`src/rtl/cstack_pkg.sv`:
```
package cstack_pkg;

    typedef enum logic [1:0] {
        CMD_NOP  = 2'b00,
        CMD_PUSH = 2'b01,
        CMD_POP  = 2'b10,
        CMD_REPL = 2'b11
    } stk_cmd_e;

    function automatic bit is_pow2(input int n);
        return (n > 1) && ((n & (n - 1)) == 0);
    endfunction

endpackage

```
`src/rtl/cstack_ptr.sv`:
```
module cstack_ptr
    import cstack_pkg::*;
#(
    parameter int PW = 3
) (
    input  logic          clk,
    input  logic          rst,
    input  stk_cmd_e      cmd,
    output logic [PW-1:0] ptr,
    output logic [PW-1:0] ptr_up
);
    logic [PW-1:0] ptr_q;

    assign ptr    = ptr_q;
    assign ptr_up = ptr_q + PW'(1);

    always_ff @(posedge clk) begin
        if (rst) begin
            ptr_q <= '0;
        end else begin
            unique case (cmd)
                CMD_PUSH: ptr_q <= ptr_up;
                CMD_POP:  ptr_q <= ptr_q - PW'(1);
                default:  ptr_q <= ptr_q;
            endcase
        end
    end
endmodule

```
`src/rtl/cstack_ring.sv`:
```
module cstack_ring #(
    parameter int W     = 18,
    parameter int DEPTH = 8,
    parameter int PW    = 3
) (
    input  logic          clk,
    input  logic          we,
    input  logic [PW-1:0] waddr,
    input  logic [W-1:0]  wdata,
    input  logic [PW-1:0] raddr,
    output logic [W-1:0]  rdata
);
    logic [W-1:0] mem [DEPTH];

    always_ff @(posedge clk) begin
        if (we) mem[waddr] <= wdata;
    end

    assign rdata = mem[raddr];
endmodule

```
`src/rtl/cstack_tops.sv`:
```
module cstack_tops
    import cstack_pkg::*;
#(
    parameter int W    = 18,
    parameter int NTOP = 2
) (
    input  logic         clk,
    input  logic         rst,
    input  stk_cmd_e     cmd,
    input  logic [W-1:0] wdata,
    input  logic [W-1:0] refill,
    output logic [W-1:0] top0,
    output logic [W-1:0] top1,
    output logic [W-1:0] spill
);
    logic [W-1:0] t0_q;
    logic [W-1:0] t1_q;

    generate
        if (NTOP == 2) begin : g_two
            always_ff @(posedge clk) begin
                if (rst) begin
                    t0_q <= '0;
                    t1_q <= '0;
                end else begin
                    unique case (cmd)
                        CMD_PUSH: begin t1_q <= t0_q;   t0_q <= wdata; end
                        CMD_POP:  begin t0_q <= t1_q;   t1_q <= refill; end
                        CMD_REPL: t0_q <= wdata;
                        default:  ;
                    endcase
                end
            end
            assign spill = t1_q;
        end else begin : g_one
            always_ff @(posedge clk) begin
                if (rst) begin
                    t0_q <= '0;
                end else begin
                    unique case (cmd)
                        CMD_PUSH, CMD_REPL: t0_q <= wdata;
                        CMD_POP:            t0_q <= refill;
                        default:            ;
                    endcase
                end
            end
            assign t1_q  = '0;
            assign spill = t0_q;
        end
    endgenerate

    assign top0 = t0_q;
    assign top1 = t1_q;
endmodule

```
`src/rtl/cstack_top.sv`:
```
module cstack_top
    import cstack_pkg::*;
#(
    parameter int W     = 18,
    parameter int DEPTH = 8,
    parameter int NTOP  = 2,
    localparam int PW   = $clog2(DEPTH)
) (
    input  logic         clk,
    input  logic         rst,
    input  logic [1:0]   cmd,
    input  logic [W-1:0] wdata,
    output logic [W-1:0] top0,
    output logic [W-1:0] top1
);
    stk_cmd_e      c;
    logic [PW-1:0] ptr_q;
    logic [PW-1:0] ptr_up;
    logic [W-1:0]  spill;
    logic [W-1:0]  refill;

    assign c = stk_cmd_e'(cmd);

    initial begin
        if (!is_pow2(DEPTH)) $error("DEPTH must be a power of two");
        if (NTOP != 1 && NTOP != 2) $error("NTOP must be 1 or 2");
    end

    cstack_ptr #(.PW(PW)) u_ptr (
        .clk    (clk),
        .rst    (rst),
        .cmd    (c),
        .ptr    (ptr_q),
        .ptr_up (ptr_up)
    );

    cstack_ring #(.W(W), .DEPTH(DEPTH), .PW(PW)) u_ring (
        .clk   (clk),
        .we    (c == CMD_PUSH),
        .waddr (ptr_up),
        .wdata (spill),
        .raddr (ptr_q),
        .rdata (refill)
    );

    cstack_tops #(.W(W), .NTOP(NTOP)) u_tops (
        .clk    (clk),
        .rst    (rst),
        .cmd    (c),
        .wdata  (wdata),
        .refill (refill),
        .top0   (top0),
        .top1   (top1),
        .spill  (spill)
    );
endmodule

```
`config.mk`:
```
export PLATFORM = sky130hd
export DESIGN_NAME = cstack_top
export DESIGN_NICKNAME = d
export VERILOG_FILES = /design/src/rtl/cstack_pkg.sv /design/src/rtl/cstack_ptr.sv /design/src/rtl/cstack_ring.sv /design/src/rtl/cstack_tops.sv /design/src/rtl/cstack_top.sv
export SDC_FILE = /design/constraint.sdc
export NUM_CORES = 1
export LEC_CHECK = 0
export ABC_AREA = 1
export BUFFER_PORTS_ARGS = -buffer_cell sky130_fd_sc_hd__buf_4
export CAP_MARGIN = 20
export CORE_MARGIN = 5
export CORE_UTILIZATION = 55
export DETAILED_ROUTE_END_ITERATION = 8
export PLACE_DENSITY = 0.84
export REMOVE_ABC_BUFFERS = 1
export SLEW_MARGIN = 20
export SYNTH_ARGS = -nofsm -noshare
export SYNTH_HDL_FRONTEND = slang
export SYNTH_SLANG_ARGS = --single-unit
export TNS_END_PERCENT = 20
```
`constraint.sdc`:
```
create_clock -name clk -period 4.09 [get_ports clk]
set_input_delay 0.409 -clock clk [delete_from_list [all_inputs] [get_ports clk]]
set_output_delay 0.409 -clock clk [all_outputs]
set_load 0.02 [all_outputs]
```
* After elaboration in Yosys (flattened, before gate mapping)
Memory sizes are Yosys's and may differ from the RTL's. A register that Yosys moved wholly into a read port is not among the register bits.
Index checks and enable logic that the tools add are counted.
** Storage, ports and cells
- Flip-flop bits (word level) :: 39
- Bits in read-only memories :: 0
- Word-level logic and storage cells :: 19
- Bits in latches :: 0
- Memories kept :: 1
- Memory bits (writable) :: 144
- Bits of input ports :: 22
- Output and inout port bits :: 36
** Operators by class
- Divide/modulo/power cells :: 0
- Reductions and logical operators :: 3
- Order comparisons :: 0
- Eq/ne operators :: 3
- Bitwise logic cells :: 0
- Shift-type cells :: 0
- Add/subtract/negate cells :: 2
- Multiplexer cells :: 7
- $mul :: 0
** Memories
- u_ring.mem :: depth 8, bits a word 18, rd ports 1, clocked after memory_dff 1, write ports 1, RTL line cstack_ring.sv:13 : logic [W-1:0] mem [DEPTH];
** Operators with widths (number)
- 18-bit one-hot mux with 2 select lines :: 2
- 3-bit two-way mux :: 2
- 3-bit one-hot mux with 2 select lines :: 1
- 2-bit equality test, second input constant :: 2
- 2-bit nonzero test :: 2
- 3-bit by 1-bit adder with 3-bit output, second input constant :: 1
- 3-bit by 1-bit subtractor with 3-bit output, second input constant :: 1
- 2-bit by 1-bit equality test with 1-bit output, second input constant :: 1
- 1-bit two-way mux :: 2
- 2-bit OR reduction :: 1

* Logic depth before layout (Yosys ltp)
Gate-level depths: netlist of the first run.
- Depth in word-level cells :: 4
- Depth in mapped cells :: 8

* By module
From an unflattened synthesis of the first run, not the netlist that was laid out.
** Unflattened totals
- Cell total of the unflattened synthesis :: 1007
- Area, all modules :: 8665.8 µm²
** Modules (own cells, without submodules)
- cstack_ring :: instances 1, seq. area each 4324.1 µm², cells an instance 639, area an instance 6377.4 µm²
- cstack_tops :: instances 1, seq. area each 720.7 µm², cells an instance 334, area an instance 2069.5 µm²
- cstack_ptr :: instances 1, seq. area each 60.1 µm², cells an instance 32, area an instance 209.0 µm²
- cstack_top :: instances 1, seq. area each 0.0 µm², cells an instance 2, area an instance 10.0 µm²

* Least setup slack after synthesis of the first run
OpenSTA, ideal clock, no wires.
- Path type :: input-to-reg
- Start point :: input port cmd[1]
- End point :: memory u_ring.mem[4][0] (enable)
- Setup time :: 393 ps
- Data arrival time :: 1862 ps
- Required time :: 3697 ps
- Path slack :: 1836 ps
- Stages on the path :: 5
- Path through :: inv_1 -> ha_1 -> clkbuf_1 -> nand2_1 -> nor2_1
** On the way
- Cells in the longest elaborated chain, start to end :: 3
** RTL lines
- start: declaration :: RTL line cstack_top.sv:11 : input logic [1:0] cmd,
- 2-bit by 1-bit equality test with 1-bit output :: RTL line cstack_top.sv:39 : .we (c == CMD_PUSH),
- 1-bit two-way mux :: RTL line cstack_ring.sv:16 : if (we) mem[waddr] <= wdata;
- 1-bit two-way mux (not written as such) :: RTL line cstack_ring.sv:16
- end: declaration :: RTL line cstack_ring.sv:13
Every way passes these cells.

* Worst setup path after layout of the first run
- Start point :: register u_ptr.ptr_q[0], in the netlist u_ptr.ptr[0]
- End point :: memory u_ring.mem[1][15] (enable)
** On the way
- Cells in the longest elaborated chain, start to end :: 1
** RTL lines
- start: declaration :: RTL line cstack_ptr.sv:12 : logic [PW-1:0] ptr_q;
- start signal: assignment :: RTL line cstack_ptr.sv:22 : CMD_PUSH: ptr_q <= ptr_up;
- start signal: assignment :: RTL line cstack_ptr.sv:23 : CMD_POP: ptr_q <= ptr_q - PW'(1);
- start signal: assignment :: RTL line cstack_ptr.sv:24 : default: ptr_q <= ptr_q;
- 3-bit by 1-bit adder with 3-bit output :: RTL line cstack_ptr.sv:15 : assign ptr_up = ptr_q + PW'(1);
Every way passes these cells.

==> flow_summary.json, run 1 <==
{
  "viasPerCell": 5.569,
  "layout_common_cells": "169 x nand2_1, 154 x inv_1, 144 x edfxtp_1",
  "max-slew-margin-rel_pct": 32.10,
  "grt_use_total_pct": 22.68,
  "grt_pass1_wl_microns": 31130,
  "slowest_delay_ps": 800,
  "hold_violations": 0,
  "cp_cell_sequence": "inv_1, ha_1, inv_1, nand2_1, nor2_2",
  "outcome": "finished clean",
  "hold_buffers": 0,
  "ios": 58,
  "yosys.area.top_type": "edfxtp_1",
  "cts_made_buffers": 17,
  "fin_hold_ws_ps": 287.9,
  "cp.arrival_ps": 2260,
  "antenna_found_initial": 0,
  "rsz0062_at_grt": "no",
  "routabilityCongestion": 0.7958,
  "syn_to_final_growth_pct": 12.85,
  "row_count": 44,
  "n_antenna_cell": 0,
  "final_core_util_pct": 63.34,
  "slowest_stage": "nor2_2",
  "cts_resized": 0,
  "ff2ff_setup_slack_ps": 1870,
  "finalSetupViolations": 0,
  "clk_pin_slew_ps": 70,
  "avgRoutedWirePerCell_microns": 17.97,
  "ir_drop_v": 0.0003585,
  "cp.required_ps": 4130,
  "maxClockFrequency_mhz": 450.8,
  "startpoint": "u_ptr.ptr[0]",
  "post_cts_buffers": 0,
  "pre_cts_ws_ps": 1405,
  "wl_microns": 19590,
  "num_vias": 6070,
  "synth_top_area_share_pct": 52.81,
  "worstPathMaxFanout": 18,
  "fp.coreArea_sq_um": 14590,
  "fin_ws_ps": 1872,
  "clock_path_buffers": 2,
  "criticalPathCategory": "register to register",
  "critPathLaunchType": "register",
  "cp_common_cell": "inv_1",
  "clk_latency_ps": 430,
  "avgSynthCellArea_sq_um": 9.576,
  "yosysUniqueCellTypes": 25,
  "nets": 922,
  "fillers": 1079,
  "io_buffers": 57,
  "htreeDepth": 4,
  "timing.max_cap.violations": 0,
  "cts_tree": "yes",
  "fin_skew_ps": 10.39,
  "ys_warn_count": 0,
  "ff_latch_area_sq_um": 5167,
  "die_y_microns": 132.0,
  "finalCritPeriodShare_pct": 54.24,
  "synth_area_sq_um": 8188,
  "clock-sinks": 186,
  "ys_seq_area_share_pct": 63.08,
  "setup_tns_ps": 0,
  "holdPathStages": 5,
  "slew_violations": 0,
  "grt_pass1_vias": 6048,
  "drive_gt1_share_pct": 12.03,
  "root_buffer": "clkbuf_16",
  "p_leak_nw": 4.019,
  "floorplan.initialDensity_pct": 56.12,
  "whs_endpoint": "u_tops.top0[5]",
  "final_common_cell": "nand2_1",
  "power_density_nw_per_um2": 477.1,
  "die_w_microns": 132.0,
  "worstRegToRegCells": 5,
  "synth_area_leaders": "edfxtp_1 53%, dfxtp_1 10%, nand2_1 7.7%, inv_1 7.1%, nand3_1 6.7%",
  "crit_path_end_kind": "register",
  "r2r_end": "u_ring.mem[1][15]",
  "hp-class": "input pin to register",
  "drt_iter0_markers": 751,
  "tightest_slew_ps": 1017,
  "netlist_instances": 855,
  "ys_ff_latch": 186,
  "multiInputGateArea_sq_um": 2205,
  "hpwlAfterDp_microns": 11190,
  "overflow": 0,
  "drc_errors": 0,
  "grt_max_degree": 73,
  "final.min_clock_period_ps": 2218,
  "die_area_sq_um": 17430,
  "drtAntennaViolNets": 0,
  "first_pass_iters": 7,
  "worstHoldStart": "wdata[5]",
  "r2r_start": "u_ptr.ptr[0]"
}
-- cell usage after synthesis --
| cell type | count |
|---|---|
| a211oi_1 | 1 |
| a21oi_1 | 57 |
| buf_1 | 5 |
| buf_2 | 13 |
| buf_4 | 4 |
| buf_6 | 9 |
| clkbuf_1 | 13 |
| clkbuf_2 | 1 |
| dfxtp_1 | 42 |
| edfxtp_1 | 144 |
| ha_1 | 7 |
| inv_1 | 154 |
| inv_2 | 2 |
| inv_6 | 1 |
| nand2_1 | 169 |
| nand3_1 | 109 |
| nor2_1 | 46 |
| nor2_4 | 1 |
| o21ai_0 | 45 |
| o21ai_1 | 12 |
| or2_0 | 3 |
| or2_1 | 13 |
| or2_2 | 2 |
| xnor2_1 | 1 |
| xor2_1 | 1 |
-- power by group --
part	internal, mW	total [mW]	switching [mW]	leakage [nW]
clock network	0.894	1.59	0.693	0.274
registers	2.15	2.26	0.110	1.69
logic	0.189	0.563	0.374	2.06
-- worst max-delay path: cells and delay by family, from the launching register on --
| family | cells | cell delay [ps] |
|---|---|---|
| and+or+nand+nor | 2 | 910 |
| DFF | 1 | 390 |
| adders and majority gates | 1 | 350 |
| buffers and inverters | 2 | 180 |
-- area by class of cell --
class	instances	area share, %
repair buffers	64	5.200
multi-input cells	467	23.86
inverters	157	6.432
clock inverters	13	1.408
flip-flops and latches	186	55.92
well taps	184	2.492
clock buffers	19	4.685
-- flip-flops by register name (all words and copies together) (netlist names), named ones only --
register / cells
u_ptr.ptr: 3
u_tops.top0: 18
u_tops.spill: 18
u_ring.mem: 144
-- stage by stage --
step,cells,instance area (sq um),power (mW)
final,1090,9240,4.408
after global routing,1090,9240,4.557
after CTS,1090,9225,4.395
after detailed placement,1058,8662,2.843
after global placement,1058,8652,2.817
after floorplan,810,7919,2.604
-- worst max path at each step --
stage | slack, ps | endpoint
6_report | 1870 | u_ring.mem[1][15]
5_1_grt | 1720 | u_ring.mem[1][16]
4_1_cts | 1750 | u_ring.mem[6][4]
3_5_place_dp | 1400 | u_ring.mem[6][1]
3_3_place_gp | 1500 | u_ring.mem[7][8]
2_1_floorplan | 1470 | u_tops.spill[17]
-- per-layer routing --
layer	share of wire, %	GRT usage (%)	vias up
met2	49	37.70	346
met5	0	0	-
met3	9.1	4.618	56
met4	2.8	9.314	0
li1	-	-	2840
met1	39	29.17	2828
-- cell families after synthesis --
logic type,after synthesis,share of synthesized area (%)
and+or+nand+nor,343,18.03
buffers and inverters,202,10.54
DFF,186,63.08
AOI/OAI and AO/OA,115,7.060
adders and majority gates,7,1.070
xor gates and xnor gates,2,0.2140
Note: power is estimated with default switching activity, not from simulation.
==> run 2, diff against run 1 <==
- ABC_AREA: 1 -> 0
- CORE_UTILIZATION: 55 -> 54
- PLACE_DENSITY: 0.84 -> 0.86
- clock period: 4.09 -> 1.8 ns (I/O delays scaled with it)
==> flow_summary.json, run 2 <==
{
  "outcome": "finished clean",
  "p_leak_nw": 3.164,
  "drive_gt1_share_pct": 21.52,
  "num_vias": 4736,
  "avgRoutedWirePerCell_microns": 22.01,
  "first_pass_iters": 5,
  "clk_pin_slew_ps": 60,
  "grt.met1_usage_pct": 26.49,
  "yosysUniqueCellTypes": 28,
  "regMostFlops": "u_ring.mem",
  "crit_path_end_kind": "register",
  "routabilityCongestion": 0.8130,
  "wl_microns": 17260,
  "largest_reg_flops": 144,
  "synthArstFlopShare_pct": 0,
  "cp.arrival_ps": 1910,
  "die_area_sq_um": 16770,
  "ys_ff_latch": 186,
  "root_buffer": "clkbuf_16",
  "fin_skew_ps": 7.108,
  "grt_pass1_wl_microns": 26630,
  "use_met2_pct": 35.91,
  "drt_iter0_markers": 384,
  "syn_to_final_growth_pct": 18.28,
  "yosysMostFrequentCell": "edfxtp_1",
  "netlist_instances": 519,
  "power_density_nw_per_um2": 1092,
  "hold_buffers": 0,
  "grt_util_met3_pct": 5.194,
  "setup_tns_ps": 0,
  "critPathLaunchType": "register",
  "slew_violations": 0,
  "avgSynthCellArea_sq_um": 14.86,
  "max-slew-margin-rel_pct": 58.32,
  "nets": 620,
  "finalCritPeriodShare_pct": 99.20,
  "grt_use_total_pct": 21.45,
  "tightest_slew_ps": 623.7,
  "n_antenna_cell": 0,
  "cts_made_buffers": 17,
  "fillers": 916,
  "overflow": 0,
  "htreeDepth": 4,
  "synth_top_area_share_pct": 56.06,
  "hpwlAfterDp_microns": 10920,
  "synth_edf_count": 144,
  "row_count": 43,
  "busiest_layer": "met2",
  "cts_tree": "yes",
  "layout_common_cells": "144 x edfxtp_1, 76 x buf_4, 73 x mux2i_1",
  "floorplan.initialDensity_pct": 55.36,
  "criticalPathCategory": "register to register",
  "fp.coreArea_sq_um": 13930,
  "clk_latency_ps": 430,
  "drtAntennaViolNets": 0,
  "clock-sinks": 186,
  "maxClockFrequency_mhz": 560.0,
  "io_buffers": 57,
  "die_w_microns": 129.5,
  "post_cts_buffers": 0,
  "ys_warn_count": 0,
  "final_common_cell": "edfxtp_1",
  "hold_violations": 0,
  "worstPathMaxFanout": 14,
  "ir_drop_v": 0.0006568,
  "final.min_clock_period_ps": 1786,
  "synthFlopType": "edfxtp_1",
  "grt_pass1_vias": 4838,
  "post_dp_cell_area_sq_um": 8466,
  "antenna_found_initial": 0,
  "synth_commonest_cells": "144 x edfxtp_1, 73 x mux2i_1, 42 x dfxtp_1, 36 x a22oi_1",
  "die_y_microns": 129.5,
  "finalSetupViolations": 0,
  "hp-class": "input pin to register",
  "drc_errors": 0,
  "yosys.area.top_type": "edfxtp_1",
  "grt_max_degree": 53,
  "timing.max_cap.violations": 0,
  "ys_seq_area_share_pct": 66.96,
  "cp.required_ps": 1930,
  "cts_resized": 3,
  "ios": 58,
  "fin_area_sq_um": 9124,
  "synth_area_sq_um": 7714,
  "synth_area_leaders": "edfxtp_1 56%, dfxtp_1 11%, mux2i_1 9.5%, a22oi_1 3.5%, a31o_1 2.0%",
  "clock_path_buffers": 2,
  "viasPerCell": 6.041
}
## run 2: cell types whose count changed after synthesis, moves of 19 or more
cell / change
a21oi_1: -37
a22oi_1: +36
inv_1: -149
mux2i_1: +73
nand2_1: -164
nand2b_1: +19
nand3_1: -109
nor2_1: -40
nor2b_1: +22
nor3_1: +22
o21ai_0: -44
## run 2: cells by family (layout without fill, tap and decap cells)
family	count (synthesis)	after routing	share of synthesized area, %
DFF	186	186	66.96
muxes	73	73	9.473
xor gates and xnor gates	3	3	0.3407
and+or+nand+nor	97	97	7.575
buffers and inverters	41	126	4.007
AOI/OAI and AO/OA	112	112	10.51
adders and majority gates	7	7	1.135
## run 2: power breakdown
part           internal [mW]  switching (mW)
combinational          0.495           0.639
clock                   2.35            1.49
sequential              4.82           0.175
## run 2: routing by layer
metal	vias to the layer above	part of all wire, %	wire, microns
met5	-	0	0
met4	0	2.4	416
met3	34	7.5	1289
met2	208	51	8818
met1	2359	39	6730
li1	2135	-	-
## run 2: area by class of cell
type / count / area, sq um / share of cell area, %
Tap cell: 180 / 225.2 / 2.468
Clock inverter: 13 / 173.9 / 1.906
Inverter: 5 / 18.77 / 0.2057
Timing Repair Buffer: 89 / 804.5 / 8.818
Clock buffer: 19 / 442.9 / 4.855
Multi-Input combinational cell: 292 / 2290 / 25.10
Sequential cell: 186 / 5169 / 56.65
## run 2: path summary, 6_finish.rpt
| kind | endpoint | cells past startpoint | startpoint | slack [ps] |
|---|---|---|---|---|
| min | u_tops.top0[8] | 4 | wdata[8] | 130 |
| max reg2reg | u_ring.mem[7][6] | 5 | u_ptr.ptr[0] | 10 |
| max | u_ring.mem[7][6] | 5 | u_ptr.ptr[0] | 10 |
| min reg2reg | u_tops.top0[8] | 2 | u_tops.top0[8] | 520 |
## run 2: worst max-delay path: stages (launching register included)
cell	delay (ps)
dfxtp_1	420
ha_2	280
xor2_2	240
nand2_1	120
nor2_1	200
buf_6	220
## run 2: through the flow
stage	worst slack, ps	utilization [%]	total power [mW]	hold slack (ps)	std cells
2_1_floorplan	-1539	-	5.713	258.0	483
4_1_cts	-0.1752	65.30	9.999	123.9	784
5_1_grt	-44.91	65.48	10.29	142.1	784
6_report	14.39	65.48	9.965	131.3	784
3_5_place_dp	-39.36	60.75	6.188	518.6	752
3_3_place_gp	72.22	60.75	6.134	510.3	752
